**src/rtl/uart_xcvr_pkg.sv**
```systemverilog
package uart_xcvr_pkg;

    typedef enum logic [2:0] {
        ST_IDLE,
        ST_START,
        ST_DATA,
        ST_PAR,
        ST_STOP
    } frame_st_t;

    localparam int WORD_W = 9;
    localparam int STAT_W = 4;
    localparam int TICKS_PER_BIT = 16;
    localparam int CNT_W = $clog2(TICKS_PER_BIT);
    localparam logic [CNT_W-1:0] LAST_TICK = CNT_W'(TICKS_PER_BIT - 1);
    localparam logic [CNT_W-1:0] MID_TICK = CNT_W'(TICKS_PER_BIT / 2 - 1);

    function automatic logic [3:0] frame_len(input logic [1:0] code);
        return 4'd6 + {2'b00, code};
    endfunction

    function automatic logic [WORD_W-1:0] len_mask(input logic [3:0] n);
        return {WORD_W{1'b1}} >> (4'(WORD_W) - n);
    endfunction

endpackage

```
**src/rtl/uart_baud.sv**
```systemverilog
module uart_baud #(
    parameter int DIV_W = 12
) (
    input  logic             clk,
    input  logic             rst_n,
    input  logic [DIV_W-1:0] div_int,
    input  logic [3:0]       div_frac,
    output logic             tick
);
    logic [DIV_W-1:0] cnt;
    logic [3:0]       acc;
    logic [4:0]       acc_sum;

    assign acc_sum = {1'b0, acc} + {1'b0, div_frac};
    assign tick    = (cnt == '0);

    // The sixteenths accumulator carries frac times per 16 ticks, lengthening those periods by one clock.
    always_ff @(posedge clk or negedge rst_n) begin
        if (!rst_n) begin
            cnt <= '0;
            acc <= '0;
        end else if (tick) begin
            cnt <= div_int - DIV_W'(1) + DIV_W'(acc_sum[4]);
            acc <= acc_sum[3:0];
        end else begin
            cnt <= cnt - DIV_W'(1);
        end
    end
endmodule

```
**src/rtl/uart_tx.sv**
```systemverilog
module uart_tx
    import uart_xcvr_pkg::*;
(
    input  logic              clk,
    input  logic              rst_n,
    input  logic              tick,
    input  logic [1:0]        len_code,
    input  logic              par_en,
    input  logic              par_odd,
    input  logic              stop2,
    input  logic              msb_first,
    input  logic              wr,
    input  logic [WORD_W-1:0] wdata,
    output logic              txd,
    output logic              buf_empty
);
    frame_st_t         st, st_n;
    logic [CNT_W-1:0]  tcnt;
    logic [3:0]        bidx, nbits, last_idx, sel;
    logic [WORD_W-1:0] hold_q, shf;
    logic              hold_full, bit_end, stop_last, load, par_bit;

    assign nbits     = frame_len(len_code);
    assign last_idx  = nbits - 4'd1;
    assign bit_end   = tick && (tcnt == LAST_TICK);
    assign stop_last = !stop2 || (bidx == 4'd1);
    assign load      = (st_n == ST_START) && (st != ST_START);
    assign sel       = msb_first ? (last_idx - bidx) : bidx;
    assign par_bit   = (^(shf & len_mask(nbits))) ^ par_odd;
    assign buf_empty = !hold_full;

    always_ff @(posedge clk or negedge rst_n) begin
        if (!rst_n) st <= ST_IDLE;
        else        st <= st_n;
    end

    always_comb begin
        st_n = st;
        unique case (st)
            ST_IDLE:  if (tick && hold_full) st_n = ST_START;
            ST_START: if (bit_end) st_n = ST_DATA;
            ST_DATA:  if (bit_end && (bidx == last_idx)) st_n = par_en ? ST_PAR : ST_STOP;
            ST_PAR:   if (bit_end) st_n = ST_STOP;
            ST_STOP:  if (bit_end && stop_last) st_n = hold_full ? ST_START : ST_IDLE;
            default:  st_n = ST_IDLE;
        endcase
    end

    always_comb begin
        unique case (st)
            ST_START: txd = 1'b0;
            ST_DATA:  txd = shf[sel];
            ST_PAR:   txd = par_bit;
            default:  txd = 1'b1;
        endcase
    end

    always_ff @(posedge clk or negedge rst_n) begin
        if (!rst_n) begin
            tcnt      <= '0;
            bidx      <= '0;
            hold_q    <= '0;
            shf       <= '0;
            hold_full <= 1'b0;
        end else begin
            if (load)      tcnt <= '0;
            else if (tick) tcnt <= tcnt + CNT_W'(1);

            if (st_n != st)   bidx <= '0;
            else if (bit_end) bidx <= bidx + 4'd1;

            if (load) begin
                shf       <= hold_q;
                hold_full <= 1'b0;
            end else if (wr && !hold_full) begin
                hold_q    <= wdata;
                hold_full <= 1'b1;
            end
        end
    end
endmodule

```
**src/rtl/uart_rx.sv**
```systemverilog
module uart_rx
    import uart_xcvr_pkg::*;
(
    input  logic              clk,
    input  logic              rst_n,
    input  logic              tick,
    input  logic              rxd,
    input  logic [1:0]        len_code,
    input  logic              par_en,
    input  logic              par_odd,
    input  logic              stop2,
    input  logic              msb_first,
    input  logic              rd,
    input  logic              err_clr,
    output logic [WORD_W-1:0] rdata,
    output logic              ready,
    output logic              perr,
    output logic              ferr,
    output logic              done
);
    frame_st_t         st, st_n;
    logic [CNT_W-1:0]  tcnt;
    logic [3:0]        bidx, nbits, last_idx;
    logic [WORD_W-1:0] shr, aligned;
    logic              samp, stop_last, par_bad, stop_bad, exp_par;

    assign nbits     = frame_len(len_code);
    assign last_idx  = nbits - 4'd1;
    assign samp      = tick && (tcnt == ((st == ST_START) ? MID_TICK : LAST_TICK));
    assign stop_last = !stop2 || (bidx == 4'd1);
    assign aligned   = msb_first ? (shr & len_mask(nbits)) : (shr >> (4'(WORD_W) - nbits));
    assign exp_par   = (^aligned) ^ par_odd;
    assign done      = (st == ST_STOP) && samp && stop_last;

    always_ff @(posedge clk or negedge rst_n) begin
        if (!rst_n) st <= ST_IDLE;
        else        st <= st_n;
    end

    always_comb begin
        st_n = st;
        unique case (st)
            ST_IDLE:  if (tick && !rxd) st_n = ST_START;
            ST_START: if (samp) st_n = rxd ? ST_IDLE : ST_DATA;
            ST_DATA:  if (samp && (bidx == last_idx)) st_n = par_en ? ST_PAR : ST_STOP;
            ST_PAR:   if (samp) st_n = ST_STOP;
            ST_STOP:  if (samp && stop_last) st_n = ST_IDLE;
            default:  st_n = ST_IDLE;
        endcase
    end

    always_ff @(posedge clk or negedge rst_n) begin
        if (!rst_n) begin
            tcnt     <= '0;
            bidx     <= '0;
            shr      <= '0;
            par_bad  <= 1'b0;
            stop_bad <= 1'b0;
            rdata    <= '0;
            ready    <= 1'b0;
            perr     <= 1'b0;
            ferr     <= 1'b0;
        end else begin
            if (st_n != st) tcnt <= '0;
            else if (tick)  tcnt <= tcnt + CNT_W'(1);

            if (st_n != st) bidx <= '0;
            else if (samp)  bidx <= bidx + 4'd1;

            if (st == ST_START) begin
                shr      <= '0;
                par_bad  <= 1'b0;
                stop_bad <= 1'b0;
            end
            if ((st == ST_DATA) && samp)
                shr <= msb_first ? {shr[WORD_W-2:0], rxd} : {rxd, shr[WORD_W-1:1]};
            if ((st == ST_PAR) && samp)
                par_bad <= rxd ^ exp_par;
            if ((st == ST_STOP) && samp && !rxd)
                stop_bad <= 1'b1;

            if (done) begin
                rdata <= aligned;
                ready <= 1'b1;
            end else if (rd) begin
                ready <= 1'b0;
            end

            if (done && par_en && par_bad) perr <= 1'b1;
            else if (err_clr)              perr <= 1'b0;

            if (done && (stop_bad || !rxd)) ferr <= 1'b1;
            else if (err_clr)               ferr <= 1'b0;
        end
    end
endmodule

```
**src/rtl/uart_xcvr.sv**
```systemverilog
module uart_xcvr
    import uart_xcvr_pkg::*;
#(
    parameter int DIV_W = 12
) (
    input  logic              clk,
    input  logic              rst_n,
    input  logic [DIV_W-1:0]  cfg_div_int,
    input  logic [3:0]        cfg_div_frac,
    input  logic [1:0]        cfg_len,
    input  logic              cfg_par_en,
    input  logic              cfg_par_odd,
    input  logic              cfg_stop2,
    input  logic              cfg_msb_first,
    input  logic              tx_wr,
    input  logic [WORD_W-1:0] tx_data,
    input  logic              rxd,
    input  logic              rx_rd,
    input  logic              err_clr,
    output logic              txd,
    output logic [WORD_W-1:0] rx_data,
    output logic [STAT_W-1:0] status
);
    logic baud_tick, rx_done, tx_empty, rx_ready, rx_perr, rx_ferr;
    logic rxd_meta, rxd_sync;

    always_ff @(posedge clk or negedge rst_n) begin
        if (!rst_n) begin
            rxd_meta <= 1'b1;
            rxd_sync <= 1'b1;
        end else begin
            rxd_meta <= rxd;
            rxd_sync <= rxd_meta;
        end
    end

    uart_baud #(.DIV_W(DIV_W)) i_baud (
        .clk      (clk),
        .rst_n    (rst_n),
        .div_int  (cfg_div_int),
        .div_frac (cfg_div_frac),
        .tick     (baud_tick)
    );

    uart_tx i_tx (
        .clk       (clk),
        .rst_n     (rst_n),
        .tick      (baud_tick),
        .len_code  (cfg_len),
        .par_en    (cfg_par_en),
        .par_odd   (cfg_par_odd),
        .stop2     (cfg_stop2),
        .msb_first (cfg_msb_first),
        .wr        (tx_wr),
        .wdata     (tx_data),
        .txd       (txd),
        .buf_empty (tx_empty)
    );

    uart_rx i_rx (
        .clk       (clk),
        .rst_n     (rst_n),
        .tick      (baud_tick),
        .rxd       (rxd_sync),
        .len_code  (cfg_len),
        .par_en    (cfg_par_en),
        .par_odd   (cfg_par_odd),
        .stop2     (cfg_stop2),
        .msb_first (cfg_msb_first),
        .rd        (rx_rd),
        .err_clr   (err_clr),
        .rdata     (rx_data),
        .ready     (rx_ready),
        .perr      (rx_perr),
        .ferr      (rx_ferr),
        .done      (rx_done)
    );

    assign status = {rx_ferr, rx_perr, tx_empty, rx_ready};
endmodule

```
**config.mk**
```make
export PLATFORM = sky130hd
export DESIGN_NAME = uart_xcvr
export DESIGN_NICKNAME = d
export VERILOG_FILES = /design/src/rtl/uart_xcvr_pkg.sv /design/src/rtl/uart_baud.sv /design/src/rtl/uart_tx.sv /design/src/rtl/uart_rx.sv /design/src/rtl/uart_xcvr.sv
export SDC_FILE = /design/constraint.sdc
export NUM_CORES = 1
export LEC_CHECK = 0
export ABC_CLOCK_PERIOD_IN_PS = 3300
export CAP_MARGIN = 10
export CELL_PAD_IN_SITES_DETAIL_PLACEMENT = 1
export CELL_PAD_IN_SITES_GLOBAL_PLACEMENT = 2
export CORE_MARGIN = 2
export CORE_UTILIZATION = 41
export DETAILED_ROUTE_END_ITERATION = 7
export DONT_BUFFER_PORTS = 1
export PLACE_DENSITY = 0.87
export SETUP_SLACK_MARGIN = 0.02
export SLEW_MARGIN = 20
export SYNTH_ARGS = -nofsm -noshare
export SYNTH_HDL_FRONTEND = slang
export SYNTH_HIERARCHICAL = 1
export SYNTH_SLANG_ARGS = --single-unit
```
**constraint.sdc**
```tcl
create_clock -name clk -period 3.3 [get_ports clk]
set_input_delay 0.495 -clock clk [delete_from_list [all_inputs] [get_ports clk]]
set_output_delay 0.495 -clock clk [all_outputs]
set_load 0.01 [all_outputs]
```
======== After elaboration in Yosys (flattened, before gate mapping) ========
Index checks and enable logic that the tools add are counted.
storage, ports and cells
  register bits after elaboration ......... 82
  latch bits .............................. 0
  RAM bits ................................ 0
  ROM bits ................................ 0
  input bits .............................. 37
  output and inout bits ................... 14
  word-level logic and storage cells ...... 143
  memories kept ........................... 0
cells by class
  $add $sub $neg .......................... 12
  $mul .................................... 0
  divide/modulo/power cells ............... 0
  $lt $le $gt $ge ......................... 1
  equality and inequality tests ........... 18
  shifts and indexed selects .............. 2
  muxes and demuxes ....................... 43
  bitwise gates (word level) .............. 6
  reductions and logical operators ........ 41
operator list
  operator                                                              count
  4-bit 2-to-1 mux                                                      10
  9-bit 2-to-1 mux                                                      4
  3-bit 2-to-1 mux                                                      11
  3-bit case mux with 5 select lines                                    2
  12-bit by 1-bit subtractor with 12-bit output, second input constant  2
  2-bit nonzero test                                                    11
  9-bit bitwise AND                                                     2
  1-bit logical AND                                                     18
  9-bit XOR reduction                                                   2
  4-bit by 1-bit adder with 4-bit output, second input constant         4
  12-bit by 1-bit adder with 12-bit output                              1
  3-bit by 2-bit == test with 1-bit output, second input constant       4
  4-bit == test                                                         3
  12-bit zero test                                                      1
  1-bit 2-to-1 mux                                                      12
  12-bit 2-to-1 mux                                                     1
  3-bit by 1-bit == test with 1-bit output, second input constant       3
  9-bit by 4-bit >> shifter with 9-bit output                           1
  9-bit by 4-bit >> shifter with 9-bit output, first input constant     1
  4-bit by 1-bit == test with 1-bit output, second input constant       2
  3-bit == test, second input constant                                  2
  3-bit zero test                                                       2
  3-bit != test                                                         2
  4-bit by 4-bit adder with 5-bit output                                1
  15 further kinds                                                      21

======== Depth between registers and ports, before layout ========
  word-level depth ........................ 10
  gate-level depth with buffers ........... 13
  mapped depth without buffers ............ 12

======== Cells and area by module ========
The synthesis kept the hierarchy.
modules (own cells, without submodules)
  module     times used  cells each  area each (um^2)  sequential area each (um^2)
  uart_rx    1           226         2107.0            850.8
  uart_tx    1           166         1803.0            750.7
  uart_baud  1           115         1157.4            400.4
  uart_xcvr  1           6           82.6              52.6

======== Least setup slack after synthesis ========
Ideal clock, no wire load.
  path kind ............................... input-to-output
  start ................................... input port cfg_len[0]
  end ..................................... output port txd
  arrival ................................. 2340 ps
  required time ........................... 2805 ps
  slack ................................... 465 ps
  stages on the path ...................... 9
  path buffers ............................ 0
  cells stage by stage .................... inv_1 ha_1 inv_1 fa_1 a21oi_2 mux2i_1 o32a_1 and3_1 o211ai_1
on the way
  word-level cells in the longest chain between the ends .. 7
  elaborated cells between the ends (all ways) .. 12
  those cells by class .................... 4 x add/sub; 1 x shift; 4 x mux; 2 x bitwise; 1 x reduce/logical
ends and longest elaborated chain
  element                                                                           RTL line                            RTL
  from (decl)                                                                       uart_xcvr.sv:10                     input logic [1:0] cfg_len,
  3-bit by 2-bit adder with 4-bit output (*)                                        uart_xcvr_pkg.sv:19                 return 4'd6 + {2'b00, code};
  4-bit by 1-bit subtractor with 4-bit output or 4-bit subtractor (tied branches)   uart_tx.sv:24, uart_xcvr_pkg.sv:23
  4-bit subtractor or 9-bit by 4-bit >> shifter with 9-bit output (tied branches)   uart_tx.sv:28, uart_xcvr_pkg.sv:23
  4-bit 2-to-1 mux or 9-bit bitwise AND (tied branches)                             uart_tx.sv:28, uart_tx.sv:29
  1-bit binary-select mux with 4-bit select or 9-bit XOR reduction (tied branches)  uart_tx.sv:52, uart_tx.sv:29
  1-bit 2-to-1 mux (not written as such) or 1-bit bitwise XOR (tied branches)       uart_tx.sv:52, uart_tx.sv:29
  1-bit case mux with 3 select lines (*)                                            uart_tx.sv:50                       unique case (st)
  to (decl)                                                                         uart_xcvr.sv:20                     output logic txd,
Mark *: on every way between the ends. The rest lies on a longest branch, timed or not. The select of a mux whose other input is x is not followed.

======== Worst setup path in the final report ========
  start ................................... register i_tx.bidx[0]
  end ..................................... output port txd
on the way
  word-level cells in the longest chain between the ends .. 5
ends and longest elaborated chain
  element                                        RTL line       RTL
  from (decl)                                    uart_tx.sv:19  logic [3:0] bidx, nbits, last_idx, sel;
  from (signal assigned)                         uart_tx.sv:70  else if (bit_end) bidx <= bidx + 4'd1;
  4-bit subtractor                               uart_tx.sv:28  assign sel = msb_first ? (last_idx - bidx) : bidx;
  4-bit 2-to-1 mux (*)                           uart_tx.sv:28
  1-bit binary-select mux with 4-bit select (*)  uart_tx.sv:52  ST_DATA: txd = shf[sel];
  1-bit 2-to-1 mux (not written as such) (*)     uart_tx.sv:52
  1-bit case mux with 3 select lines (*)         uart_tx.sv:50
Marks and branches as above.

==> impl_results.md <==
* Run status: complete, no violations
* Fraction of final layout cells sized beyond drive strength 1 at 0.141
* Initial antenna violation count at 0
* Period utilization at 0.962
* Cells after synthesis at 513
* Htree depth at 3
* # DRC at 0
* Worst Path Required at around 2800 ps
* Antenna viol nets, final at 0
* Drt wl/cell at 17.6 microns
* Routability congestion estimate at 0.822
* Drt first pass iters at 4
* Final wirelength at 12000 microns
* Hold Slack at 58.7 ps
* Tot Pwr at 2.35 mW
* P per Cell Area at roughly 420 nW/um^2
* Arrival time of the worst setup path at 2680 ps
* Root buffer cell: clkbuf_16
* Mapped Area at 5150 sq um
* Distinct cells, synth at 72
* Diode count at 0
* CTS Buffer Depth at 2
* Overall routing resource usage at 0.195
* Die ar. at 13500 sq um
* Syn Nets at 573
* Setup_tns at 0 ps
* Tightest Hold Check Type: input port to async pin
* RSZ-0062 raised after global routing: false
* Avg Cell Area, Syn at about 10 sq um
* Via density at 5.43
* Commonest non-fill, non-tap cell in the layout: dfrtp_1
* Sequential-to-total area share from yosys stat at 0.399
* Core Util, Final at 0.458
* Slew margin rel. at 0.467
* Setup crit start kind: flip-flop
* Clk Latency, worst-skew pair at between 300 and 400 ps
* Worst path cell trace: ha_1 -> fa_1 -> a21oi_2 -> mux2i_1 -> o32a_1 -> and3_1 -> o211ai_1
* IO buf count at 0
* Slowest-stage cell, CP: fa_1
* # rows at 40
* Slew Viols, Final at 0
* Die Y at 116 microns
* TritonCTS clock tree: built
* Cell family with the largest share of critical-path delay: compound AO/OA/AOI/OAI gates
* TritonCTS Buffers at 9
* Clock sinks at 82
* Vias in the first global route at 4017
* Synth top area cells: dfrtp_1 (39%), mux2_2 (5.5%), ha_1 (5.1%), mux2i_1 (5.1%), xnor2_1 (4.9%)
* CTS clk-pin slew, worst paths at 60 ps
* Largest net degree at the start of global routing at between 80 and 90
* Max Cap Viol at 0
* WP buf/inv at 0
* Most frequent cells in the layout: dfrtp_1 (80), nor2_1 (49), inv_1 (33), xnor2_1 (29)
* Ys Warns at 6
* Crit path kind: flip-flop to primary output
* CP endpoint kind: primary output
* Max Fanout on Critical Path at 7
* Post-DP HPWL at 8780 microns
* Fin. Hold Viols at 0
* First-pass GRT wire length at 20300 microns
* Post-CTS Setup Repair Bufs at 0
* Fmax at 315 MHz
* Yosys top cell area share at 0.389
* Top_reg_cell synth: dfrtp_1
* Iteration-0 DRC count of the detailed router at 139
* Worst-Margin Slew at 797 ps
* # IOs at 51
* Die Width at 116 microns
* VDD IR max at 0.329 mV
* Final nets at about 570
* P&R area growth vs syn at 7.63%
* CP max stage delay at 470 ps
* Post-synth EDFFs at 0
* Clock Skew at 6.27 ps
* Static Leak at 2.45 nW
* Period minus WS final at approximately 3200 ps
* R2R setup slack at 500 ps
* Area leader, netlist: dfrtp_1
* Core Region at 12100 sq um
* Vias at approximately 3.7k
* Starting density of the core at 0.425
* Number of synthesized register bits at 82
* Post-synthesis async set-or-reset flop share at 1.00
* Total congestion overflow at 0
* Final Setup Violations at 0
[final cells by class]
class	instances	area [sq um]
repair buffers	8	80.1
well taps	168	210
inverters	33	124
flip-flops and latches	82	2050
clock buffers	9	225
fillers	1385	6570
clock inverters	7	45.0
multi-input cells	371	2800
[metal layers]
metal,up-vias,wire length [microns],track usage
met3,11,492,0.0539
met2,65,5900,0.320
met1,1833,5370,0.251
met4,0,193,0.0619
met5,-,0,0
li1,1775,-,-
[registers in the layout, indices dropped and copies added (netlist names)]
signal / cells
i_tx/st: 3
i_rx/tcnt: 4
i_rx/shr: 9
i_baud/cnt: 12
i_tx/hold_full: 1
rxd_meta: 1
i_rx/par_bad: 1
i_tx/shf: 9
i_tx/tcnt: 4
rxd_sync: 1
i_rx/stop_bad: 1
i_tx/bidx: 4
i_rx/ferr: 1
i_rx/ready: 1
i_baud/acc: 4
i_rx/st: 3
i_rx/perr: 1
i_rx/bidx: 4
i_tx/hold_q: 9
i_rx/rdata: 9
[synthesized netlist by cell type, drive strengths merged, types with 8 or more instances]
| cell | instances |
|---|---|
| nand2 | 26 |
| mux2i | 26 |
| o21ai | 29 |
| nor3 | 15 |
| buf | 21 |
| a21oi | 17 |
| nor2 | 50 |
| xor2 | 26 |
| nand3 | 17 |
| dfrtp | 80 |
| nand4 | 8 |
| mux2 | 26 |
| xnor2 | 29 |
| ha | 21 |
| inv | 33 |
[where the power goes]
part,internal (mW),total (mW),switching (mW)
Combinational,0.132,0.277,0.145
Clock,0.508,0.926,0.419
Sequential,1.07,1.15,0.0731
[worst register-to-register path, stage by stage, from the launching register on]
cell and delay [ps]:
dfrtp_1 410, nor3_2 460, nand4_4 150, inv_1 150
and4_1 470, o211ai_4 160, a21oi_4 470, mux2_2 410
[per-stage QoR]
step / setup slack (ps) / instance area (sq um) / cells
floorplan: 465 / 5150 / 513
global placement: 361 / 5250 / 661
detailed placement: 265 / 5250 / 661
CTS: 91.9 / 5540 / 678
global route: 21.3 / 5540 / 678
finish: 127 / 5540 / 678
[repair_timing]
action	CTS	global route
hold endpoints to repair	82	0
endpoints found under the setup margin	0	0
gates resized for setup	0	0
hold buffers	1	0
[kinds of logic (layout without fill, tap and decap cells)]
logic type	Yosys count	in the layout	synth area share
buffers and inverters	60	57	0.0566
adders and majority gates	23	23	0.0588
muxes	53	53	0.112
and+or+nand+nor	151	151	0.158
DFF	82	82	0.399
AOI/OAI and AO/OA	89	89	0.122
xor gates and xnor gates	55	55	0.0935
[worst paths after layout]
| path | from | depth (start not counted) | endpoint |
|---|---|---|---|
| max reg2reg | i_baud/cnt[6] | 7 | i_tx/shf[7] |
| min reg2reg | rxd_meta | 0 | rxd_sync |
| max in group asynchronous | rst_n | 1 | rxd_meta |
| max | i_tx/bidx[0] | 7 | txd |
| min | rst_n | 1 | i_rx/rdata[2] |
| min in group clk | rxd | 0 | rxd_meta |
Power figures use the tool's default switching activity.
